<file path="src/rtl/capgate_pkg.sv">
package capgate_pkg;
  localparam int unsigned PERM_W = 8;
  localparam int unsigned P_LD   = 0;
  localparam int unsigned P_ST   = 1;
  localparam int unsigned P_EX   = 2;
  localparam int unsigned P_LC   = 3;
  localparam int unsigned P_SC   = 4;
  localparam int unsigned P_SL   = 5;
  localparam int unsigned P_GL   = 6;
  localparam int unsigned P_SE   = 7;
  localparam int unsigned CAUSE_W = 3;

  typedef enum logic [CAUSE_W-1:0] {
    CZ_NONE   = 3'd0,
    CZ_TAG    = 3'd1,
    CZ_SEAL   = 3'd2,
    CZ_PERM   = 3'd3,
    CZ_BOUNDS = 3'd4,
    CZ_ALIGN  = 3'd5
  } cause_e;

  typedef struct packed {
    logic tag_bad;
    logic seal_bad;
    logic perm_bad;
    logic bounds_bad;
    logic align_bad;
  } fault_vec_t;

  function automatic cause_e rank_fault(input fault_vec_t f);
    if (f.tag_bad)         return CZ_TAG;
    else if (f.seal_bad)   return CZ_SEAL;
    else if (f.perm_bad)   return CZ_PERM;
    else if (f.bounds_bad) return CZ_BOUNDS;
    else if (f.align_bad)  return CZ_ALIGN;
    else                   return CZ_NONE;
  endfunction
endpackage

</file>
<file path="src/rtl/capgate_perm.sv">
module capgate_perm
  import capgate_pkg::*;
(
  input  logic              clk,
  input  logic              rst_n,
  input  logic [PERM_W-1:0] perm_i,
  input  logic              is_store_i,
  input  logic              is_cap_i,
  input  logic              src_tag_i,
  input  logic              src_global_i,
  output logic              missing_o,
  output logic              malformed_o,
  output logic              local_bad_o,
  output logic              perm_bad_o
);
  logic [PERM_W-1:0] need;

  always_comb begin
    need = '0;
    if (is_store_i) need[P_ST] = 1'b1;
    else            need[P_LD] = 1'b1;
    if (is_cap_i) begin
      if (is_store_i) need[P_SC] = 1'b1;
      else            need[P_LC] = 1'b1;
    end
  end

  assign missing_o   = |(need & ~perm_i);
  assign malformed_o = (perm_i[P_ST] & perm_i[P_EX]) |
                       (perm_i[P_SE] & (perm_i[P_LD] | perm_i[P_ST] | perm_i[P_EX]));
  assign local_bad_o = is_store_i & is_cap_i & src_tag_i & ~src_global_i & ~perm_i[P_SL];
  assign perm_bad_o  = missing_o | malformed_o | local_bad_o;

  // a write-and-execute authority never counts as permitted
  a_r5_no_wx_pass: assert property (@(posedge clk) disable iff (!rst_n)
    (perm_i[P_ST] && perm_i[P_EX]) |-> perm_bad_o);
  // a store without store rights is never permitted
  a_r4_store_needs_st: assert property (@(posedge clk) disable iff (!rst_n)
    (is_store_i && !perm_i[P_ST]) |-> perm_bad_o);
endmodule

</file>
<file path="src/rtl/capgate_bounds.sv">
module capgate_bounds #(
  parameter int unsigned ADDR_W = 32,
  parameter int unsigned CAP_BYTES = 8
) (
  input  logic              clk,
  input  logic              rst_n,
  input  logic [ADDR_W-1:0] addr_i,
  input  logic [ADDR_W-1:0] base_i,
  input  logic [ADDR_W:0]   top_i,
  input  logic [1:0]        size_i,
  input  logic              is_cap_i,
  output logic              oob_o,
  output logic              misalign_o
);
  localparam int unsigned ALIGN_BITS = $clog2(CAP_BYTES);

  function automatic logic [ADDR_W:0] span_bytes(input logic cap, input logic [1:0] sz);
    if (cap) return (ADDR_W+1)'(CAP_BYTES);
    else     return (ADDR_W+1)'(1) << sz;
  endfunction

  logic [ADDR_W:0] end_addr;
  logic            below_base;
  logic            past_top;

  assign end_addr   = {1'b0, addr_i} + span_bytes(is_cap_i, size_i);
  assign below_base = addr_i < base_i;
  assign past_top   = end_addr > top_i;
  assign oob_o      = below_base | past_top;

  generate
    if (ALIGN_BITS > 0) begin : g_align
      assign misalign_o = is_cap_i & (|addr_i[ALIGN_BITS-1:0]);
    end else begin : g_noalign
      assign misalign_o = 1'b0;
    end
  endgenerate

  // an address below the base is always out of bounds
  a_r7_below_base: assert property (@(posedge clk) disable iff (!rst_n)
    (addr_i < base_i) |-> oob_o);
  // data accesses never raise the alignment fault
  a_r8_data_free: assert property (@(posedge clk) disable iff (!rst_n)
    !is_cap_i |-> !misalign_o);
endmodule

</file>
<file path="src/rtl/capgate_prio.sv">
module capgate_prio
  import capgate_pkg::*;
(
  input  fault_vec_t          faults_i,
  output logic [CAUSE_W-1:0]  cause_o,
  output logic                any_o
);
  cause_e c;
  assign c       = rank_fault(faults_i);
  assign cause_o = c;
  assign any_o   = |faults_i;
endmodule

</file>
<file path="src/rtl/capgate_top.sv">
module capgate_top
  import capgate_pkg::*;
#(
  parameter int unsigned ADDR_W = 32,
  parameter int unsigned CAP_BYTES = (2 * ADDR_W) / 8
) (
  input  logic                clk,
  input  logic                rst_n,
  input  logic                req_i,
  input  logic                is_store_i,
  input  logic                is_cap_i,
  input  logic [1:0]          size_i,
  input  logic                auth_tag_i,
  input  logic                auth_sealed_i,
  input  logic [PERM_W-1:0]   auth_perm_i,
  input  logic [ADDR_W-1:0]   auth_base_i,
  input  logic [ADDR_W:0]     auth_top_i,
  input  logic [ADDR_W-1:0]   auth_addr_i,
  input  logic                src_tag_i,
  input  logic                src_global_i,
  output logic                rsp_valid_o,
  output logic                grant_o,
  output logic                fault_o,
  output logic [CAUSE_W-1:0]  cause_o,
  output logic                tag_bit_o
);
  logic missing_w, malformed_w, local_bad_w, perm_bad_w;
  logic oob_w, misalign_w;
  fault_vec_t faults_w;
  logic [CAUSE_W-1:0] cause_w;
  logic any_fault_w;
  logic tag_next_w;

  capgate_perm u_perm (
    .clk          (clk),
    .rst_n        (rst_n),
    .perm_i       (auth_perm_i),
    .is_store_i   (is_store_i),
    .is_cap_i     (is_cap_i),
    .src_tag_i    (src_tag_i),
    .src_global_i (src_global_i),
    .missing_o    (missing_w),
    .malformed_o  (malformed_w),
    .local_bad_o  (local_bad_w),
    .perm_bad_o   (perm_bad_w)
  );

  capgate_bounds #(.ADDR_W(ADDR_W), .CAP_BYTES(CAP_BYTES)) u_bounds (
    .clk        (clk),
    .rst_n      (rst_n),
    .addr_i     (auth_addr_i),
    .base_i     (auth_base_i),
    .top_i      (auth_top_i),
    .size_i     (size_i),
    .is_cap_i   (is_cap_i),
    .oob_o      (oob_w),
    .misalign_o (misalign_w)
  );

  assign faults_w.tag_bad    = ~auth_tag_i;
  assign faults_w.seal_bad   = auth_sealed_i;
  assign faults_w.perm_bad   = perm_bad_w;
  assign faults_w.bounds_bad = oob_w;
  assign faults_w.align_bad  = misalign_w;

  capgate_prio u_prio (
    .faults_i (faults_w),
    .cause_o  (cause_w),
    .any_o    (any_fault_w)
  );

  assign tag_next_w = is_store_i & is_cap_i & src_tag_i & ~any_fault_w;

  always_ff @(posedge clk) begin
    if (!rst_n) begin
      rsp_valid_o <= 1'b0;
      grant_o     <= 1'b0;
      fault_o     <= 1'b0;
      cause_o     <= '0;
      tag_bit_o   <= 1'b0;
    end else begin
      rsp_valid_o <= req_i;
      grant_o     <= req_i & ~any_fault_w;
      fault_o     <= req_i & any_fault_w;
      cause_o     <= req_i ? cause_w : '0;
      tag_bit_o   <= req_i & tag_next_w;
    end
  end

  // one response per request, one cycle later
  a_r1_rsp_follows: assert property (@(posedge clk) disable iff (!rst_n)
    req_i |=> rsp_valid_o);
  a_r1_idle_quiet: assert property (@(posedge clk) disable iff (!rst_n)
    !req_i |=> (!rsp_valid_o && !grant_o && !fault_o && !tag_bit_o));
  // untagged authority wins over every other fault
  a_r2_tag_first: assert property (@(posedge clk) disable iff (!rst_n)
    (req_i && !auth_tag_i) |=> (cause_o == CZ_TAG));
  // sealed authority reported when tag is valid
  a_r3_sealed: assert property (@(posedge clk) disable iff (!rst_n)
    (req_i && auth_tag_i && auth_sealed_i) |=> (cause_o == CZ_SEAL));
  // local capability through an authority lacking store-local traps
  a_r6_local_trap: assert property (@(posedge clk) disable iff (!rst_n)
    (req_i && is_store_i && is_cap_i && src_tag_i && !src_global_i && !auth_perm_i[P_SL])
      |=> fault_o);
  // grant and fault are exclusive and fault matches a non-zero cause
  a_r9_exclusive: assert property (@(posedge clk) disable iff (!rst_n)
    !(grant_o && fault_o) && (fault_o == (cause_o != '0)));
  // a tag is only written by a granted capability store
  a_r10_tag_src: assert property (@(posedge clk) disable iff (!rst_n)
    tag_bit_o |-> (grant_o && $past(is_store_i && is_cap_i && src_tag_i)));
endmodule

</file>
<file path="config.mk">
export PLATFORM = sky130hd
export DESIGN_NAME = capgate_top
export DESIGN_NICKNAME = d
export VERILOG_FILES = /design/src/rtl/capgate_pkg.sv /design/src/rtl/capgate_perm.sv /design/src/rtl/capgate_bounds.sv /design/src/rtl/capgate_prio.sv /design/src/rtl/capgate_top.sv
export SDC_FILE = /design/constraint.sdc
export NUM_CORES = 1
export LEC_CHECK = 0
export BUFFER_PORTS_ARGS = -buffer_cell sky130_fd_sc_hd__clkbuf_2
export CORE_AREA = 3 3 86 88
export CTS_CLUSTER_DIAMETER = 100
export DETAILED_ROUTE_END_ITERATION = 12
export DIE_AREA = 0 0 89 91
export PLACE_DENSITY = 0.68
export SETUP_SLACK_MARGIN = 0.2
export SYNTH_ARGS = -nofsm -noshare
export SYNTH_HDL_FRONTEND = slang
export SYNTH_SLANG_ARGS = --single-unit
</file>
<file path="constraint.sdc">
create_clock -name clk -period 6.32 [get_ports clk]
set_input_delay 0.948 -clock clk [delete_from_list [all_inputs] [get_ports clk]]
set_output_delay 0.948 -clock clk [all_outputs]
set_load 0.02 [all_outputs]
</file>
=== Word-level counts from Yosys, hierarchy flattened ===
Index checks and enable logic that the tools add are counted.

* Register bits after elaboration: 7
* Latch bits: 0
* Bits in writable memories: 0
* Memory bits (read-only): 0
* Bits of input ports: 116
* Output and inout port bits: 7
* Logic and storage cells: 51
* Memories: 0

* Add/subtract/negate cells: 1
* Multiply operators: 0
* Divide/modulo/power cells: 0
* Order comparisons: 2
* Eq/ne operators: 0
* Shift-type cells: 1
* Multiplexer cells: 9
* Bitwise logic cells: 25
* Reductions and logical operators: 6

{| class="wikitable"
|+ Operators with widths
! kind !! count
|-
| 32-bit by 33-bit adder with 33-bit output || 1
|-
| 33-bit greater-than comparator || 1
|-
| 33-bit 2-to-1 mux || 1
|-
| 1-bit by 2-bit << shifter with 33-bit output (first input constant) || 1
|-
| 32-bit < comparator || 1
|-
| 1-bit bitwise AND || 11
|-
| 5-bit OR reduction || 2
|-
| 5-bit by 8-bit bitwise AND with 8-bit output || 1
|-
| 8-bit inverter || 1
|-
| 8-bit OR reduction || 1
|-
| 2-bit 2-to-1 mux || 3
|-
| 3-bit 2-to-1 mux || 2
|-
| 1-bit inverter || 6
|-
| 1-bit bitwise OR || 6
|-
| 1-bit 2-to-1 mux || 3
|-
| 3-bit AND reduction || 1
|-
| 3-bit OR reduction || 1
|-
| 2-bit AND reduction || 1
|}

=== Logic depth before layout (Yosys ltp) ===
Gate-level depths: netlist of run 1.

* Depth in word-level cells: 10
* Mapped depth: 19
* Mapped depth without buffers: 19

=== Modules after synthesis ===
From an unflattened synthesis of run 1, not the netlist that was laid out.

* Cell total of the unflattened synthesis: 352
* Area total of the unflattened synthesis: 2,600.0 um2

{| class="wikitable"
|+ Modules (own cells, without submodules)
! module !! times used !! cells an instance !! area each (um2) !! sequential area each (um2)
|-
| capgate_bounds || 1 || 316 || 2,294.7 || 0.0
|-
| capgate_top || 1 || 17 || 200.2 || 140.1
|-
| capgate_perm || 1 || 10 || 57.6 || 0.0
|-
| capgate_prio || 1 || 9 || 47.5 || 0.0
|}

=== Worst setup path after synthesis of run 1 ===
No wires, ideal clock.

* Kind: input to register
* Start: in is_cap_i
* End: reg tag_bit_o
* Setup time: 0.087 ns
* Data arrival time: 4.446 ns
* Required time: 6.233 ns
* Slack: 1.787 ns
* Cell stages on the path: 18
* Path buffers: 0
* Cell sequence: nor3_1 > ha_1 > inv_1 > fa_1 > inv_1 > a21oi_1 > o21bai_1 > nor2b_1 > nand3_1 > xnor2_1 > ha_1 > nand4_1 > nor3_1 > a2111oi_0 > nor2_1 > o31a_1 > or2_1 > nor4b_2

* Word-level cells in the longest chain between the ends: 9
* Elaborated cells between the ends (all ways): 18
* Those cells by class: 1 x add/sub; 1 x order compare; 2 x mux; 12 x bitwise; 2 x reduce/logical

{| class="wikitable"
|+ Ends and longest elaborated chain
! element !! line !! text
|-
| start: declaration || capgate_top.sv:11 || <nowiki>input logic is_cap_i,</nowiki>
|-
| branches (longest 7 deep; another with 32-bit by 33-bit adder with 33-bit output) || - ||
|-
| 1-bit bitwise AND (*) || capgate_top.sv:72 || <nowiki>assign tag_next_w = is_store_i & is_cap_i & src_tag_i & ~any_fault_w;</nowiki>
|-
| 1-bit bitwise AND (*) || capgate_top.sv:86 || <nowiki>tag_bit_o <= req_i & tag_next_w;</nowiki>
|-
| end signal: assignment || capgate_top.sv:86 ||
|-
| end: declaration || capgate_top.sv:25 || <nowiki>output logic tag_bit_o</nowiki>
|}

Every way passes the cells marked *.
A chain may end at the register's enable or synchronous reset.

=== Final worst setup path of run 1 ===
Ends and elaborated chain as after synthesis.

==> impl_metrics.json, run 1 <==
{
  "clockBufferDepth": 2,
  "preCtsSetupSlack_ps": 1200,
  "first_pass_iters": 5,
  "crit_fanout": 7,
  "diodes": 0,
  "dieArea_mm2": 0.00810,
  "grt_max_degree": 8,
  "placed_area_mm2": 0.00332,
  "cap_viol_max_count": 0,
  "grt_pass1_wl_mm": 11.4,
  "numCtsBuffers": 3,
  "hold_ws_ps": 975,
  "crit_end": "tag_bit_o$_SDFF_PN0_",
  "p_per_area_mw_per_mm2": 85.9,
  "worst_pin_slew_ps": 604,
  "wl_mm": 6.76,
  "synthCells": 365,
  "design_area_mm2": 0.00337,
  "crit_required_ps": 6460,
  "synth_cell_type_count": 47,
  "worst_setup_path_end_kind": "flip-flop",
  "ys_seq_area_share_pct": 5.37,
  "worst_slack_ps": 1530,
  "clock_sinks": 7,
  "grt-busiest-layer": "met2",
  "synthToLayoutAreaGrowth_pct": 29.1,
  "ys.flop_type": "dfxtp_1",
  "cts.clk_slew.worst_paths_ps": 40,
  "post-dp-hpwl_mm": 6.20,
  "fmax_mhz": 209,
  "overflow": 0,
  "portBuffers": 121,
  "track_usage_pct": 16.9,
  "gp_congestion": 0.852,
  "cp-start-kind": "primary input",
  "via_per_inst": 4.95,
  "setup_tns_ps": 0,
  "die_x_um": 89,
  "synth_async_sr_flop_share_pct": 0,
  "ctsHtreeMaxLevel": 1,
  "fillers": 682,
  "crit_arrival_ps": 4930,
  "drt_iter0_markers": 81,
  "synth.cell_area_mm2": 0.00261,
  "hold_buffers": 0,
  "outcome": "completed",
  "initial_core_util_pct": 38.8,
  "grt_pass1_vias": 2769,
  "final_common_cell": "clkbuf_2",
  "root_buffer": "clkbuf_8",
  "fin_nets": 677,
  "rsz0062_at_grt": "false",
  "grt_use_met2_pct": 30.2,
  "fin_crit_ps": 4790,
  "avgSynthCellArea_um2": 7.15,
  "coreArea_mm2": 0.00672,
  "hold_path.class": "primary input to flip-flop",
  "yosysWarnings": 0,
  "drive_above_1_share_pct": 27.5,
  "fp.dieH_um": 91,
  "use_met1_pct": 21.4,
  "vdd_drop_max_mv": 0.0398,
  "synth_nets": 550,
  "ys_ff_latch": 7,
  "setup_violations": 0,
  "max_slew_margin_pct": 59.4,
  "p_leak_nw": 1.97,
  "wl_per_cell_um": 11.8,
  "maxSlewViolCount": 0,
  "fin_util_pct": 50.1,
  "synth_edf_count": 0,
  "cts_tree": "done",
  "grt_use_met3_pct": 0.998,
  "p_total_mw": 0.289,
  "fin_crit_sh_pct": 75.8,
  "critical_path_class": "primary input to flip-flop",
  "final_cells": 571,
  "ant_nets": 0,
  "hold_violations": 0,
  "cts_setup_buffers": 0,
  "dp.cells": 567,
  "cp-startpoint": "is_cap_i",
  "ios": 123,
  "grt_antenna_before_repair": 0,
  "final_cell_mix": "clkbuf_2, inv_1, ha_1, nand2_1, a21oi_1",
  "num_rows": 30,
  "cts_resized": 0,
  "vias": 2824,
  "drc_errors": 0
}
[how the worst min path moves through the flow]
| stage | slack [ps] | cells past startpoint | endpoint | start |
|---|---|---|---|---|
| floorplan | 1070 | 1 | fault_o$_SDFF_PN0_ | auth_tag_i |
| global placement | 1210 | 2 | fault_o$_SDFF_PN0_ | auth_tag_i |
| detailed placement | 1220 | 2 | fault_o$_SDFF_PN0_ | auth_tag_i |
| CTS | 980 | 2 | fault_o$_SDFF_PN0_ | auth_tag_i |
| global route | 1000 | 2 | fault_o$_SDFF_PN0_ | auth_tag_i |
| finish | 980 | 2 | fault_o$_SDFF_PN0_ | auth_tag_i |
[registers in the layout, summed over array words and instances, names as in the netlist]
signal / flops
cause_o: 3
fault_o: 1
grant_o: 1
rsp_valid_o: 1
tag_bit_o: 1
[synthesized netlist by cell type (2+ instances only)]
master / instances / area share (%)
a21oi_1: 25 / 4.8
o21a_1: 2 / 0.58
ha_1: 68 / 33
nor2b_1: 4 / 0.96
and4_1: 4 / 1.3
a221o_1: 2 / 0.77
o21ai_0: 12 / 2.3
inv_2: 2 / 0.29
nor3b_1: 3 / 0.86
and2_1: 3 / 0.72
a21o_1: 6 / 1.7
o21ai_1: 2 / 0.38
nor4_1: 3 / 0.72
nand3_1: 16 / 3.1
o21bai_1: 2 / 0.58
o211ai_1: 2 / 0.58
nand4_1: 14 / 3.4
inv_1: 78 / 11
nor3_1: 5 / 0.96
xnor2_1: 20 / 6.7
nor3_2: 2 / 0.77
xor2_1: 10 / 3.4
nor2_1: 19 / 2.7
dfxtp_1: 7 / 5.4
nand2_1: 32 / 4.6
[layout make-up]
type                    count  area, um2  share of cell area, %
multi-input cells         278       2170                   64.4
flip-flops and latches      7        140                   4.16
inverters                  80        300                   8.92
repair buffers            122        613                   18.2
well taps                  80        100                   2.97
clock buffers               4       45.0                   1.34
[power breakdown]
group          internal (mW)  switching [mW]  total [mW]
clock                 0.0437          0.0199      0.0636
sequential            0.0458        0.000360      0.0461
combinational         0.0856          0.0940       0.180
total                  0.175           0.114       0.289
[worst max-delay path, cell delays in order]
cell	delay (ps)
clkbuf_2	130
nor3_1	210
ha_1	200
inv_1	60
fa_1	390
inv_1	70
a21oi_1	60
o21bai_1	120
buf_4	170
nor2b_1	370
nand3_1	150
xnor2_1	180
ha_1	270
nand4_1	140
nor3_1	60
a2111oi_0	460
nor2_1	80
o31a_1	340
or2_1	260
nor4b_2	260
[metal layers]
layer  wire (um)  part of all wire [%]  up-vias
met2        3280                    49       84
met3         356                   5.3       12
met1        2990                    44     1223
met5           0                     0        -
li1            -                     -     1505
met4         126                   1.9        0
[cells by family after synthesis]
| family | after synthesis | share of synthesized area, % |
|---|---|---|
| and+or+nand+nor | 114 | 23.7 |
| buffers and inverters | 80 | 11.5 |
| adders and majority gates | 69 | 33.4 |
| AOI/OAI and AO/OA | 65 | 16.0 |
| xor gates and xnor gates | 30 | 10.1 |
| DFF | 7 | 5.37 |
No activity file was read; power rests on OpenSTA's default activity.
==> run 2: changes to the inputs <==
PLACE_DENSITY = 0.71   (was 0.68)
clock period = 3.8 ns   (was 6.32 ns; I/O delays follow)
==> impl_metrics.json, run 2 (same netlist as run 1, synthesis figures left out) <==
{
  "largest_reg_flops": 3,
  "min_path_cells": 2,
  "grt_pass1_vias": 2956,
  "crit_fanout": 4,
  "worst-path-buf-inv": 3,
  "final_cells": 610,
  "p_per_area_mw_per_mm2": 140,
  "grt_antenna_before_repair": 0,
  "cpMaxStageDelayCell": "a221o_1",
  "portBuffers": 121,
  "synthToLayoutAreaGrowth_pct": 43.9,
  "worst_setup_path_end_kind": "flip-flop",
  "ctsHtreeMaxLevel": 1,
  "ios": 123,
  "comb_power_share_pct": 65.6,
  "wl_per_cell_um": 11.7,
  "final_cell_mix": "clkbuf_2, inv_1, ha_1, buf_4, nand2_1",
  "cap_viol_max_count": 0,
  "hold_buffers": 0,
  "crit_required_ps": 3940,
  "final_common_cell": "clkbuf_2",
  "hold_path.class": "primary input to flip-flop",
  "preCtsSetupSlack_ps": -653,
  "crit_end": "tag_bit_o$_SDFF_PN0_",
  "root_buffer": "clkbuf_8",
  "p_total_mw": 0.527,
  "dieArea_mm2": 0.00810,
  "outcome": "finished, violations left",
  "vias": 2995,
  "track_usage_pct": 17.4,
  "worst_pin_slew_ps": 640,
  "drc_errors": 0,
  "cp_top_family": "compound AO/OA/AOI/OAI gates",
  "numCtsBuffers": 3,
  "hold_violations": 0,
  "max_flop_register": "cause_o",
  "setup_tns_ps": -188,
  "crit_cells": 19,
  "internal_power_mw": 0.324,
  "critical_path_class": "primary input to flip-flop",
  "clock_sinks": 7,
  "first_pass_iters": 4,
  "cp-start-kind": "primary input",
  "vdd_drop_max_mv": 0.0638,
  "fmax_mhz": 255,
  "fin_crit_ps": 3920,
  "drive_above_1_share_pct": 35.8,
  "p_seq_share_pct": 14.6,
  "grt_max_degree": 7,
  "cts.clk_slew.worst_paths_ps": 40,
  "ant_nets": 0,
  "rsz0062_at_grt": "true",
  "maxSlewViolCount": 0,
  "setup_violations": 3,
  "via_per_inst": 4.91,
  "initial_core_util_pct": 38.8,
  "coreArea_mm2": 0.00672,
  "p_leak_nw": 2.18,
  "gp_congestion": 0.827,
  "crit_arrival_ps": 4050,
  "wl_mm": 7.15,
  "cp-startpoint": "is_cap_i",
  "fillers": 628,
  "drt_iter0_markers": 74,
  "worst_slack_ps": -117,
  "fin_nets": 716,
  "cts_tree": "done",
  "num_rows": 30,
  "switching_power_mw": 0.203,
  "clockBufferDepth": 2,
  "diodes": 0,
  "fin_crit_sh_pct": 103,
  "dp.cells": 602,
  "fp.dieH_um": 91,
  "overflow": 0,
  "path_cells": "buf_8 > buf_4 > buf_4 > nor3b_1 > ha_1 > a21oi_1 > o21bai_1 > and3_2 > nand2_2 > nor3_2 > xor2_1 > ha_1 > a21o_1 > a21o_1 > a221o_1 > o22a_1 > o31a_1 > or2_4 > nor4b_2",
  "max_slew_margin_pct": 56.9,
  "grt_pass1_wl_mm": 11.8,
  "post-dp-hpwl_mm": 6.56,
  "power_frac_clock_pct": 19.8,
  "max_stage_delay_ps": 360,
  "fin_util_pct": 55.9,
  "die_x_um": 89,
  "violations": "negative setup slack",
  "swShare_pct": 38.5
}
run 2: cell types whose count changed in the layout (fill, tap and decap cells not counted), moves of 2 or more:
| cell | delta |
|---|---|
| inv_2 | +2 |
| inv_1 | -2 |
| nor3_2 | +2 |
| clkbuf_2 | -2 |
| nor3_1 | -3 |
| buf_4 | +39 |
run 2: worst min path at each step:
| stage | to | startpoint | slack (ps) |
|---|---|---|---|
| after floorplan | fault_o$_SDFF_PN0_ | auth_tag_i | 710 |
| after global placement | cause_o[1]$_SDFF_PN0_ | req_i | 850 |
| after detailed placement | fault_o$_SDFF_PN0_ | auth_tag_i | 850 |
| after CTS | fault_o$_SDFF_PN0_ | auth_tag_i | 610 |
| after global routing | cause_o[1]$_SDFF_PN0_ | req_i | 640 |
| final | fault_o$_SDFF_PN0_ | auth_tag_i | 610 |
run 2: cell type report:
type | instances | area (um2) | area share (%)
multi-input cells | 278 | 2250 | 59.8
repair buffers | 161 | 922 | 24.6
inverters | 80 | 300 | 8.00
flip-flops and latches | 7 | 140 | 3.73
well taps | 80 | 100 | 2.67
clock buffers | 4 | 45.0 | 1.20
run 2: stage by stage:
stage	hold slack [ps]	cell area, um2
after floorplan	711	2640
after global placement	846	3610
after CTS	607	3720
after detailed placement	847	3610
final	606	3750
after global routing	637	3750
run 2: power groups by stage:
stage	registers, mW	logic (mW)	clock network, mW
6_report	0.0769	0.345	0.105
5_1_grt	0.0771	0.395	0.110
4_1_cts	0.0770	0.345	0.107
3_5_place_dp	0.0780	0.335	0
3_3_place_gp	0.0779	0.325	0
2_1_floorplan	0.0809	0.178	0
run 2: metal layers:
layer | track usage, % | vias up | share of wire (%)
met5 | 0 | - | 0
met4 | 4.09 | 0 | 1.3
met3 | 1.72 | 11 | 5.0
met2 | 31.9 | 89 | 49
met1 | 21.3 | 1308 | 45
li1 | - | 1587 | -
run 2: repair_timing:
action,in CTS,in global routing
resized for setup,7,9
setup endpoints to repair,5,5
gates cloned,0,0
pin swaps,17,1
setup buffers,4,0
==> run 3: changes to the inputs <==
PLACE_DENSITY = 0.68   (was 0.71)
SETUP_SLACK_MARGIN = 0.05   (was 0.2)
clock period = 4.17 ns   (was 3.8 ns; I/O delays follow)
==> impl_metrics.json, run 3 (same netlist as run 1, synthesis figures left out) <==
{
  "outcome": "completed",
  "overflow": 0,
  "final_common_cell": "clkbuf_2",
  "rsz0062_at_grt": "true",
  "ant_nets": 0,
  "post-dp-hpwl_mm": 6.24,
  "seq_area_um2": 140,
  "wl_per_cell_um": 11.7,
  "design_area_mm2": 0.00373,
  "grt_max_degree": 7,
  "hold_violations": 0,
  "wl_mm": 7.02,
  "fmax_mhz": 251,
  "p_seq_share_pct": 14.6,
  "largest_reg_flops": 3,
  "worst_pin_slew_ps": 667,
  "cap_viol_max_count": 0,
  "drt_iter0_markers": 59,
  "hold_end": "tag_bit_o$_SDFF_PN0_",
  "crit_fanout": 4,
  "fin_crit_ps": 3980,
  "p_leak_nw": 2.15,
  "initial_core_util_pct": 38.8,
  "coreArea_mm2": 0.00672,
  "max_slew_margin_pct": 55.2,
  "comb_power_share_pct": 65.4,
  "p_per_area_mw_per_mm2": 129,
  "critical_path_class": "primary input to flip-flop",
  "final_cell_mix": "clkbuf_2, inv_1, ha_1, nand2_1, buf_4",
  "ctsHtreeMaxLevel": 1,
  "placed_area_mm2": 0.00350,
  "min_path_cells": 3,
  "first_pass_iters": 4,
  "setup_violations": 0,
  "drive_above_1_share_pct": 35.9,
  "fin_nets": 707,
  "internal_power_mw": 0.293,
  "synthToLayoutAreaGrowth_pct": 43.1,
  "worst_setup_path_end_kind": "flip-flop",
  "via_per_inst": 4.85,
  "clock_sinks": 7,
  "switching_power_mw": 0.188,
  "grt_pass1_wl_mm": 11.5,
  "ios": 123,
  "track_usage_pct": 16.8,
  "grt_pass1_vias": 2822,
  "fin_crit_sh_pct": 95.5,
  "max_flop_register": "cause_o",
  "power_frac_clock_pct": 20.0,
  "vdd_drop_max_mv": 0.0568,
  "clockBufferDepth": 2,
  "cp-start-kind": "primary input",
  "gp_congestion": 0.875,
  "num_rows": 30,
  "die_x_um": 89,
  "swShare_pct": 39.1,
  "p_total_mw": 0.481,
  "crit_required_ps": 4320,
  "dieArea_mm2": 0.00810,
  "diodes": 0,
  "crit_arrival_ps": 4130,
  "drc_errors": 0,
  "vias": 2917,
  "fillers": 659,
  "hold_path.class": "primary input to flip-flop",
  "hold_start": "src_tag_i",
  "grt_antenna_before_repair": 0,
  "cts_tree": "done",
  "portBuffers": 121,
  "cts.clk_slew.worst_paths_ps": 40,
  "numCtsBuffers": 3,
  "root_buffer": "clkbuf_8",
  "fp.dieH_um": 91,
  "multi_input_comb_area_mm2": 0.00229,
  "maxSlewViolCount": 0
}
## run 3: cell count changes in the layout (fill, tap and decap cells not counted), sizes merged
cell  before  now
buf       42   33
## run 3: per-stage QoR
step | setup TNS [ps] | setup slack [ps] | utilization [%] | hold WS (ps) | instances
6_report | 0 | 189 | 55.5 | 695 | 601
5_1_grt | -72.1 | -36.7 | 55.5 | 717 | 601
4_1_cts | 0 | 74.8 | 53.7 | 655 | 600
3_5_place_dp | -1270 | -375 | 52.1 | 896 | 590
3_3_place_gp | -1190 | -340 | 52.1 | 892 | 590
2_1_floorplan | 0 | 97.4 | - | 748 | 365
## run 3: how the worst max path moves through the flow
stage,start,endpoint,depth (start not counted)
2_1_floorplan,is_cap_i,tag_bit_o$_SDFF_PN0_,19
6_report,is_cap_i,tag_bit_o$_SDFF_PN0_,20
3_3_place_gp,is_cap_i,tag_bit_o$_SDFF_PN0_,20
5_1_grt,is_cap_i,tag_bit_o$_SDFF_PN0_,20
4_1_cts,size_i[0],tag_bit_o$_SDFF_PN0_,20
3_5_place_dp,is_cap_i,tag_bit_o$_SDFF_PN0_,20
## run 3: power by group through the flow
stage | combinational, mW | sequential (mW) | clock [mW]
finish | 0.314 | 0.0700 | 0.0964
global route | 0.362 | 0.0700 | 0.101
CTS | 0.297 | 0.0700 | 0.0977
detailed placement | 0.290 | 0.0711 | 0
global placement | 0.283 | 0.0710 | 0
floorplan | 0.161 | 0.0737 | 0
## run 3: routing by layer
layer | vias to the layer above | wire length [um] | track usage [%]
met4 | 0 | 43 | 2.36
met1 | 1274 | 3170 | 22.0
met2 | 66 | 3480 | 30.8
met5 | - | 0 | 0
met3 | 4 | 336 | 0.544
li1 | 1573 | - | -
## run 3: timing repair
item,4_1_cts,5_1_grt
hold buffers,0,0
setup endpoints to repair,5,5
cloned,0,0
pin swaps,11,19
resized for setup,5,27
setup buffers,6,2
## run 3: critical path, stage by stage
cell	delay [ps]
buf_6	100
nor3_4	160
ha_2	210
inv_2	40
fa_2	340
inv_2	60
a21oi_2	60
o21bai_2	190
nand4_1	150
nor2_2	150
nand3_2	100
xnor2_2	140
ha_1	300
a21o_1	190
a21o_1	170
a221o_1	330
o22a_1	200
o31a_1	150
or2_4	260
nor4b_2	190
## run 3: layout make-up
type                    count  area share (%)
flip-flops and latches      7            3.75
multi-input cells         278            61.4
well taps                  80            2.68
inverters                  80            8.05
repair buffers            152            22.9
clock buffers               4            1.21
